<file path="src/rtl/i2c_regport_pkg.sv">
package i2c_regport_pkg;
    typedef enum logic [3:0] {
        ST_IDLE,
        ST_ADDR,
        ST_ADDR_ACK,
        ST_PTR,
        ST_PTR_ACK,
        ST_WDATA,
        ST_WDATA_ACK,
        ST_RDATA,
        ST_RD_ACK,
        ST_IGNORE
    } port_state_e;

    typedef struct packed {
        logic scl_rise;
        logic scl_fall;
        logic start;
        logic stop;
    } bus_evt_t;
endpackage

</file>
<file path="src/rtl/i2c_bus_events.sv">
module i2c_bus_events
    import i2c_regport_pkg::*;
(
    input  logic     clk,
    input  logic     rst_n,
    input  logic     scl_i,
    input  logic     sda_i,
    output bus_evt_t evt_o
);
    typedef struct packed {
        logic scl;
        logic sda;
    } smp_t;

    smp_t smp_d, smp_q;

    always_comb begin
        smp_d.scl = scl_i;
        smp_d.sda = sda_i;
    end

    always_ff @(posedge clk or negedge rst_n) begin
        if (!rst_n) smp_q <= '{scl: 1'b1, sda: 1'b1};
        else        smp_q <= smp_d;
    end

    always_comb begin
        evt_o.scl_rise = scl_i & ~smp_q.scl;
        evt_o.scl_fall = ~scl_i & smp_q.scl;
        evt_o.start    = scl_i & smp_q.scl & smp_q.sda & ~sda_i;
        evt_o.stop     = scl_i & smp_q.scl & ~smp_q.sda & sda_i;
    end
endmodule

</file>
<file path="src/rtl/i2c_reg_bank.sv">
module i2c_reg_bank #(
    parameter int IDX_W  = 4,
    parameter int DATA_W = 8
) (
    input  logic                           clk,
    input  logic                           rst_n,
    input  logic                           we_i,
    input  logic [IDX_W-1:0]               waddr_i,
    input  logic [DATA_W-1:0]              wdata_i,
    input  logic [IDX_W-1:0]               raddr_i,
    output logic [DATA_W-1:0]              rdata_o,
    output logic [(DATA_W<<IDX_W)-1:0]     regs_o
);
    localparam int NREG = 1 << IDX_W;

    logic [DATA_W-1:0] mem_d [NREG];
    logic [DATA_W-1:0] mem_q [NREG];

    always_comb begin
        for (int k = 0; k < NREG; k++) mem_d[k] = mem_q[k];
        if (we_i) mem_d[waddr_i] = wdata_i;
    end

    always_ff @(posedge clk or negedge rst_n) begin
        if (!rst_n) begin
            for (int k = 0; k < NREG; k++) mem_q[k] <= '0;
        end else begin
            for (int k = 0; k < NREG; k++) mem_q[k] <= mem_d[k];
        end
    end

    assign rdata_o = mem_q[raddr_i];

    for (genvar g = 0; g < NREG; g++) begin : g_flat
        assign regs_o[g*DATA_W +: DATA_W] = mem_q[g];
    end

    p_write_lands_r3: assert property (@(posedge clk) disable iff (!rst_n)
        we_i |=> (regs_o[$past(waddr_i)*DATA_W +: DATA_W] == $past(wdata_i)));
endmodule

</file>
<file path="src/rtl/i2c_regport.sv">
module i2c_regport
    import i2c_regport_pkg::*;
#(
    parameter int         IDX_W  = 4,
    parameter int         DATA_W = 8,
    parameter logic [3:0] DEV_HI = 4'b1001
) (
    input  logic                        clk,
    input  logic                        rst_n,
    input  logic                        scl_i,
    input  logic                        sda_i,
    input  logic [2:0]                  strap_i,
    output logic                        sda_oe_o,
    output logic [(DATA_W<<IDX_W)-1:0]  regs_o
);
    localparam int CNT_W = $clog2(DATA_W + 1);
    localparam logic [CNT_W-1:0] LAST = CNT_W'(DATA_W);

    typedef struct packed {
        port_state_e       st;
        logic [CNT_W-1:0]  bitcnt;
        logic [DATA_W-1:0] sh;
        logic [DATA_W-1:0] tx;
        logic [IDX_W-1:0]  idx;
        logic              incr;
        logic              rw;
        logic              nack;
        logic              oe;
    } ctl_t;

    ctl_t r_d, r_q;
    bus_evt_t evt;
    logic we;
    logic ptr_load;
    logic [DATA_W-1:0] rdata;

    i2c_bus_events u_evt (
        .clk   (clk),
        .rst_n (rst_n),
        .scl_i (scl_i),
        .sda_i (sda_i),
        .evt_o (evt)
    );

    i2c_reg_bank #(.IDX_W(IDX_W), .DATA_W(DATA_W)) u_bank (
        .clk     (clk),
        .rst_n   (rst_n),
        .we_i    (we),
        .waddr_i (r_q.idx),
        .wdata_i (r_q.sh),
        .raddr_i (r_q.idx),
        .rdata_o (rdata),
        .regs_o  (regs_o)
    );

    always_comb begin
        r_d      = r_q;
        we       = 1'b0;
        ptr_load = 1'b0;
        if (evt.stop) begin
            r_d.st = ST_IDLE;
            r_d.oe = 1'b0;
        end else if (evt.start) begin
            r_d.st     = ST_ADDR;
            r_d.bitcnt = '0;
            r_d.oe     = 1'b0;
        end else begin
            unique case (r_q.st)
                ST_ADDR, ST_PTR, ST_WDATA: begin
                    if (evt.scl_rise && r_q.bitcnt != LAST) begin
                        r_d.sh     = {r_q.sh[DATA_W-2:0], sda_i};
                        r_d.bitcnt = r_q.bitcnt + 1'b1;
                    end else if (evt.scl_fall && r_q.bitcnt == LAST) begin
                        r_d.oe = 1'b1;
                        if (r_q.st == ST_ADDR) begin
                            if (r_q.sh[7:1] == {DEV_HI, strap_i}) begin
                                r_d.rw = r_q.sh[0];
                                r_d.st = ST_ADDR_ACK;
                            end else begin
                                r_d.oe = 1'b0;
                                r_d.st = ST_IGNORE;
                            end
                        end else if (r_q.st == ST_PTR) begin
                            ptr_load = 1'b1;
                            r_d.idx  = r_q.sh[IDX_W-1:0];
                            r_d.incr = r_q.sh[DATA_W-1];
                            r_d.st   = ST_PTR_ACK;
                        end else begin
                            we = 1'b1;
                            if (r_q.incr) r_d.idx = r_q.idx + 1'b1;
                            r_d.st = ST_WDATA_ACK;
                        end
                    end
                end
                ST_ADDR_ACK: begin
                    if (evt.scl_fall) begin
                        r_d.bitcnt = '0;
                        if (r_q.rw) begin
                            r_d.tx = rdata;
                            r_d.oe = ~rdata[DATA_W-1];
                            r_d.st = ST_RDATA;
                        end else begin
                            r_d.oe = 1'b0;
                            r_d.st = ST_PTR;
                        end
                    end
                end
                ST_PTR_ACK, ST_WDATA_ACK: begin
                    if (evt.scl_fall) begin
                        r_d.oe     = 1'b0;
                        r_d.bitcnt = '0;
                        r_d.st     = ST_WDATA;
                    end
                end
                ST_RDATA: begin
                    if (evt.scl_rise) begin
                        r_d.bitcnt = r_q.bitcnt + 1'b1;
                    end else if (evt.scl_fall && r_q.bitcnt == LAST) begin
                        r_d.oe = 1'b0;
                        r_d.st = ST_RD_ACK;
                        if (r_q.incr) r_d.idx = r_q.idx + 1'b1;
                    end else if (evt.scl_fall && r_q.bitcnt != '0) begin
                        r_d.tx = {r_q.tx[DATA_W-2:0], 1'b0};
                        r_d.oe = ~r_q.tx[DATA_W-2];
                    end
                end
                ST_RD_ACK: begin
                    if (evt.scl_rise) begin
                        r_d.nack = sda_i;
                    end else if (evt.scl_fall) begin
                        if (r_q.nack) begin
                            r_d.st = ST_IGNORE;
                        end else begin
                            r_d.tx     = rdata;
                            r_d.oe     = ~rdata[DATA_W-1];
                            r_d.bitcnt = '0;
                            r_d.st     = ST_RDATA;
                        end
                    end
                end
                default: ;
            endcase
        end
    end

    always_ff @(posedge clk or negedge rst_n) begin
        if (!rst_n) r_q <= '{st: ST_IDLE, default: '0};
        else        r_q <= r_d;
    end

    assign sda_oe_o = r_q.oe;

    p_sda_scl_low_r12: assert property (@(posedge clk) disable iff (!rst_n)
        (r_q.oe != $past(r_q.oe)) |-> !scl_i);
    p_ack_slot_free_r9: assert property (@(posedge clk) disable iff (!rst_n)
        (r_q.st == ST_RD_ACK) |-> !sda_oe_o);
    p_ignore_silent_r2: assert property (@(posedge clk) disable iff (!rst_n)
        (r_q.st == ST_IGNORE) |-> (!sda_oe_o && !we));
    p_stop_idle_r11: assert property (@(posedge clk) disable iff (!rst_n)
        evt.stop |=> (r_q.st == ST_IDLE && !sda_oe_o));
    p_idx_hold_r6: assert property (@(posedge clk) disable iff (!rst_n)
        (!ptr_load && !r_q.incr) |=> $stable(r_q.idx));
endmodule

</file>
<file path="config.mk">
export PLATFORM = sky130hd
export DESIGN_NAME = i2c_regport
export DESIGN_NICKNAME = d
export VERILOG_FILES = /design/src/rtl/i2c_regport_pkg.sv /design/src/rtl/i2c_bus_events.sv /design/src/rtl/i2c_reg_bank.sv /design/src/rtl/i2c_regport.sv
export SDC_FILE = /design/constraint.sdc
export NUM_CORES = 1
export LEC_CHECK = 0
export CORE_MARGIN = 4
export CORE_UTILIZATION = 53
export DETAILED_ROUTE_END_ITERATION = 7
export GPL_TIMING_DRIVEN = 0
export PLACE_DENSITY = 0.8
export SLEW_MARGIN = 20
export SYNTH_ARGS = -nofsm -noshare
export SYNTH_HDL_FRONTEND = slang
export SYNTH_SLANG_ARGS = --single-unit
</file>
<file path="constraint.sdc">
create_clock -name clk -period 2.52 [get_ports clk]
set_clock_uncertainty 0.05 [all_clocks]
set_input_delay 0.378 -clock clk [delete_from_list [all_inputs] [get_ports clk]]
set_output_delay 0.378 -clock clk [all_outputs]
set_load 0.01 [all_outputs]
</file>
==> flow_results.xml <==
<?xml version="1.0" encoding="UTF-8"?>
<metrics>
  <group name="run_status">
    <metric name="outcome" unit="">finished with violations</metric>
    <metric name="violations" unit="">setup timing</metric>
  </group>
  <group name="clock_network">
    <metric name="cts.root.buffer_cell" unit="">clkbuf_16</metric>
    <metric name="tritoncts" unit="">built</metric>
    <metric name="cts-htree-levels" unit="">4</metric>
    <metric name="clock_latency" unit="ps">430</metric>
    <metric name="cts_sinks" unit="">161</metric>
    <metric name="cts_buffers" unit="">17</metric>
    <metric name="buffers_from_clock_root_to_sink_at_most" unit="">2</metric>
    <metric name="path_clk_slew" unit="ps">60</metric>
  </group>
  <group name="sta">
    <metric name="report.final.slew_viol_count" unit="">0</metric>
    <metric name="worst_slew_pin_slew" unit="ps">853</metric>
    <metric name="final-hold-violation-count" unit="">0</metric>
    <metric name="setup_ws" unit="ps">-1.14</metric>
    <metric name="slew-limit-headroom" unit="">0.431</metric>
    <metric name="maxClockFrequency" unit="GHz">0.397</metric>
    <metric name="finalSetupTns" unit="ps">-1.14</metric>
    <metric name="holdWs" unit="ps">484</metric>
    <metric name="period_minus_slack" unit="ps">2520</metric>
    <metric name="final_min_period_over_clock_period" unit="">1.00</metric>
    <metric name="report.final.setup_viol" unit="">1</metric>
  </group>
  <group name="synth">
    <metric name="number_of_standard_cells_after_synthesis" unit="">586</metric>
    <metric name="synth-seq-cells" unit="">161</metric>
    <metric name="synthDistinctLibCells" unit="">57</metric>
    <metric name="synth-seq-area-share" unit="">0.510</metric>
    <metric name="synth_async_sr_flop_share" unit="">1.00</metric>
    <metric name="synth.top_cell.area_share" unit="">0.503</metric>
    <metric name="synth.top_cells.by_count" unit="">159 x dfrtp_1, 144 x mux2_2, 33 x mux4_2</metric>
    <metric name="yosysMostFrequentCell" unit="">dfrtp_1</metric>
    <metric name="ranking_of_synthesized_cells_by_area" unit="">dfrtp_1 50%, mux2_2 20%, mux4_2 9.4%</metric>
    <metric name="ys_warn_count" unit="">0</metric>
    <metric name="postSynthNetCount" unit="">599</metric>
    <metric name="synth_top_flop_cell" unit="">dfrtp_1</metric>
    <metric name="synth_enable_flop_cells" unit="">0</metric>
    <metric name="library_cell_with_the_largest_summed_area_after_synthesis" unit="">dfrtp_1</metric>
    <metric name="syn-cell-area" unit="mm^2">0.00791</metric>
    <metric name="synth.avg_cell_area" unit="um^2">13.5</metric>
  </group>
  <group name="routing">
    <metric name="route.detailed.vias_per_inst" unit="">6.35</metric>
    <metric name="vias" unit="">6160</metric>
    <metric name="route.detailed.drc" unit="">0</metric>
    <metric name="drt-total-wl" unit="um">25500</metric>
    <metric name="firstDrtPassIters" unit="">5</metric>
    <metric name="initial_drc_count" unit="">673</metric>
    <metric name="wl_per_cell" unit="um">26.3</metric>
    <metric name="drt.antenna.violating_nets" unit="">0</metric>
  </group>
  <group name="setup_path">
    <metric name="worst_ep_required_time" unit="ps">2770</metric>
    <metric name="critical_path_class" unit="">reg -&gt; reg</metric>
    <metric name="timing.critical_path.to_type" unit="">flop</metric>
    <metric name="worst_setup_path_start_kind" unit="">flop</metric>
    <metric name="worstReg2RegEnd" unit="">sda_oe_o</metric>
    <metric name="reg2reg_slack" unit="ps">-1</metric>
    <metric name="timing.critical_path.arrival" unit="ps">2770</metric>
    <metric name="depth_of_the_most_critical_reg_to_reg_path" unit="">8</metric>
    <metric name="slowest_delay" unit="ps">410</metric>
    <metric name="critPathMaxFanout" unit="">10</metric>
    <metric name="timing.rr.start" unit="">r_q[5]</metric>
    <metric name="path_cells" unit="">clkbuf_2 &gt; buf_2 &gt; inv_1 &gt; nor3_1 &gt; nor4_1 &gt; nand3_1 &gt; o311ai_0 &gt; a32o_1</metric>
    <metric name="critical-path-slowest-cell" unit="">buf_2</metric>
  </group>
  <group name="floorplan">
    <metric name="effective_utilization_at_floorplan" unit="">0.542</metric>
    <metric name="die-area" unit="mm^2">0.0169</metric>
    <metric name="die_y" unit="um">130</metric>
    <metric name="design.portCount" unit="">136</metric>
    <metric name="total_core_area" unit="mm^2">0.0146</metric>
    <metric name="chipWidth" unit="um">130</metric>
    <metric name="placement_rows" unit="">44</metric>
  </group>
  <group name="power">
    <metric name="p_clk_frac" unit="">0.353</metric>
    <metric name="power.share.combinational" unit="">0.233</metric>
    <metric name="power.density_cell_area" unit="mW/mm^2">673</metric>
    <metric name="internal_power" unit="W">0.00479</metric>
    <metric name="p_seq_frac" unit="">0.413</metric>
    <metric name="power.share.switching" unit="">0.331</metric>
    <metric name="report.power.total" unit="W">0.00717</metric>
    <metric name="p_leak" unit="nW">4.64</metric>
    <metric name="total_switching_power" unit="W">0.00237</metric>
    <metric name="vdd_ir_drop_max" unit="mV">0.490</metric>
  </group>
  <group name="hold_path">
    <metric name="worst_hold_path_type" unit="">reg -&gt; reg</metric>
    <metric name="holdCritStartpoint" unit="">u_bank.regs_o[1]</metric>
    <metric name="min_path_cells" unit="">1</metric>
    <metric name="whs_endpoint" unit="">u_bank.regs_o[1]</metric>
  </group>
  <group name="placed_design">
    <metric name="post-dp-hpwl" unit="um">16300</metric>
    <metric name="dpl.cell_count" unit="">906</metric>
    <metric name="globalplace.congestion" unit="">0.869</metric>
    <metric name="io_buffer_count" unit="">135</metric>
  </group>
  <group name="layout">
    <metric name="multi_input_comb_area" unit="mm^2">0.00384</metric>
    <metric name="antenna-diode-count" unit="">0</metric>
    <metric name="post_route_cells_drive_above_1_share" unit="">0.369</metric>
    <metric name="syn2layout_area_growth" unit="%">34.6</metric>
    <metric name="n_fill_cell" unit="">894</metric>
    <metric name="design.final.nets" unit="">788</metric>
    <metric name="final-seq-area" unit="mm^2">0.00403</metric>
    <metric name="layoutNonFillerInstCount" unit="">970</metric>
  </group>
  <group name="global_routing">
    <metric name="grt.overflow.total" unit="">0</metric>
    <metric name="maximum_number_of_pins_on_one_net_before_global_route_repair" unit="">97</metric>
    <metric name="grtUsageTotal" unit="">0.311</metric>
    <metric name="number_of_antenna_violations_at_the_first_check_in_global_routing" unit="">0</metric>
    <metric name="grt_pass1_wl" unit="um">39100</metric>
    <metric name="grt_pass1_vias" unit="">6466</metric>
  </group>
  <group name="flow_run">
    <metric name="cap_viol_max_count" unit="">0</metric>
  </group>
</metrics>
cell usage in the layout, fill, tap and decap left out, types with 6 or more instances in the layout:
| master | instances |
|---|---|
| dfrtp_1 | 159 |
| mux2_2 | 144 |
| clkdlybuf4s50_1 | 134 |
| mux4_2 | 33 |
| nand2_1 | 26 |
| nor2_1 | 26 |
| buf_4 | 19 |
| clkbuf_16 | 17 |
| a21oi_1 | 16 |
| o21ai_0 | 15 |
| clkbuf_1 | 12 |
| nor2_4 | 12 |
| buf_6 | 10 |
| mux2i_1 | 10 |
| inv_1 | 9 |
| buf_12 | 8 |
| buf_1 | 7 |
| buf_2 | 6 |
| xnor2_1 | 6 |
critical path: cells and delay by family (launching register included):
kind	cells	cell delay (ps)
AND/OR/NAND/NOR	3	590
AO/OA/AOI/OAI	2	530
flip-flops	1	380
buffers and inverters	3	860
final cells by class:
type	instances	share of cell area
clock buffers	21	0.0442
flip-flops and latches	161	0.379
clock inverters	9	0.00928
plain buffers	33	0.0156
inverters	11	0.00388
multi-input cells	381	0.361
well taps	184	0.0216
repair buffers	170	0.166
per-stage QoR:
step	setup slack, ps	util	area (um^2)
global placement	-5260	0.651	9490
finish	-1.14	0.730	10600
detailed placement	-796	0.653	9530
global route	-72.8	0.730	10600
CTS	-50.3	0.723	10500
floorplan	241	-	7910
power by group through the flow:
stage          sequential [W]  clock (W)  combinational (W)
2_1_floorplan         0.00292          0            0.00104
3_3_place_gp          0.00298          0            0.00146
3_5_place_dp          0.00299          0            0.00151
4_1_cts               0.00295    0.00254            0.00155
5_1_grt               0.00298    0.00265            0.00181
6_report              0.00296    0.00253            0.00167
routing by layer:
| metal | GRT usage | routed length [um] | up-vias |
|---|---|---|---|
| met5 | 0 | 0 | - |
| met3 | 0.0925 | 2140 | 68 |
| met4 | 0.116 | 938 | 0 |
| li1 | - | - | 2562 |
| met2 | 0.499 | 12300 | 342 |
| met1 | 0.404 | 10100 | 3188 |
state kept, by name, indices dropped and copies added, names as in the netlist:
signal,cells
u_bank.regs_o,128
r_q,30
sda_oe_o,1
u_evt.smp_q,2
worst max-delay path by stage:
stage | start | end | slack, ps | cells after the start
3_5_place_dp | scl_i | u_bank.regs_o[85] | -800 | 7
6_report | r_q[5] | sda_oe_o | -1 | 8
2_1_floorplan | r_q[24] | u_bank.regs_o[112] | 240 | 8
3_3_place_gp | rst_n | u_bank.regs_o[116] | -5260 | 1
5_1_grt | r_q[5] | sda_oe_o | -70 | 8
4_1_cts | r_q[24] | u_bank.regs_o[11] | -50 | 10
repair_timing:
action	in CTS	in global routing
pin swaps	17	9
resized for setup	30	24
hold endpoints to repair	93	0
setup endpoints to repair	137	137
setup buffers	30	3
hold buffers	1	0
cell families (layout without fill, tap and decap cells):
group,count (synthesis),after routing,synth area share
simple gates,112,112,0.0807
xor+xnor,7,7,0.00775
buf+inv,44,244,0.0226
compound gates,69,69,0.0584
fa+ha+maj,6,6,0.00949
mux,187,187,0.312
flops,161,161,0.510
Note: power is estimated with default switching activity, not from simulation.
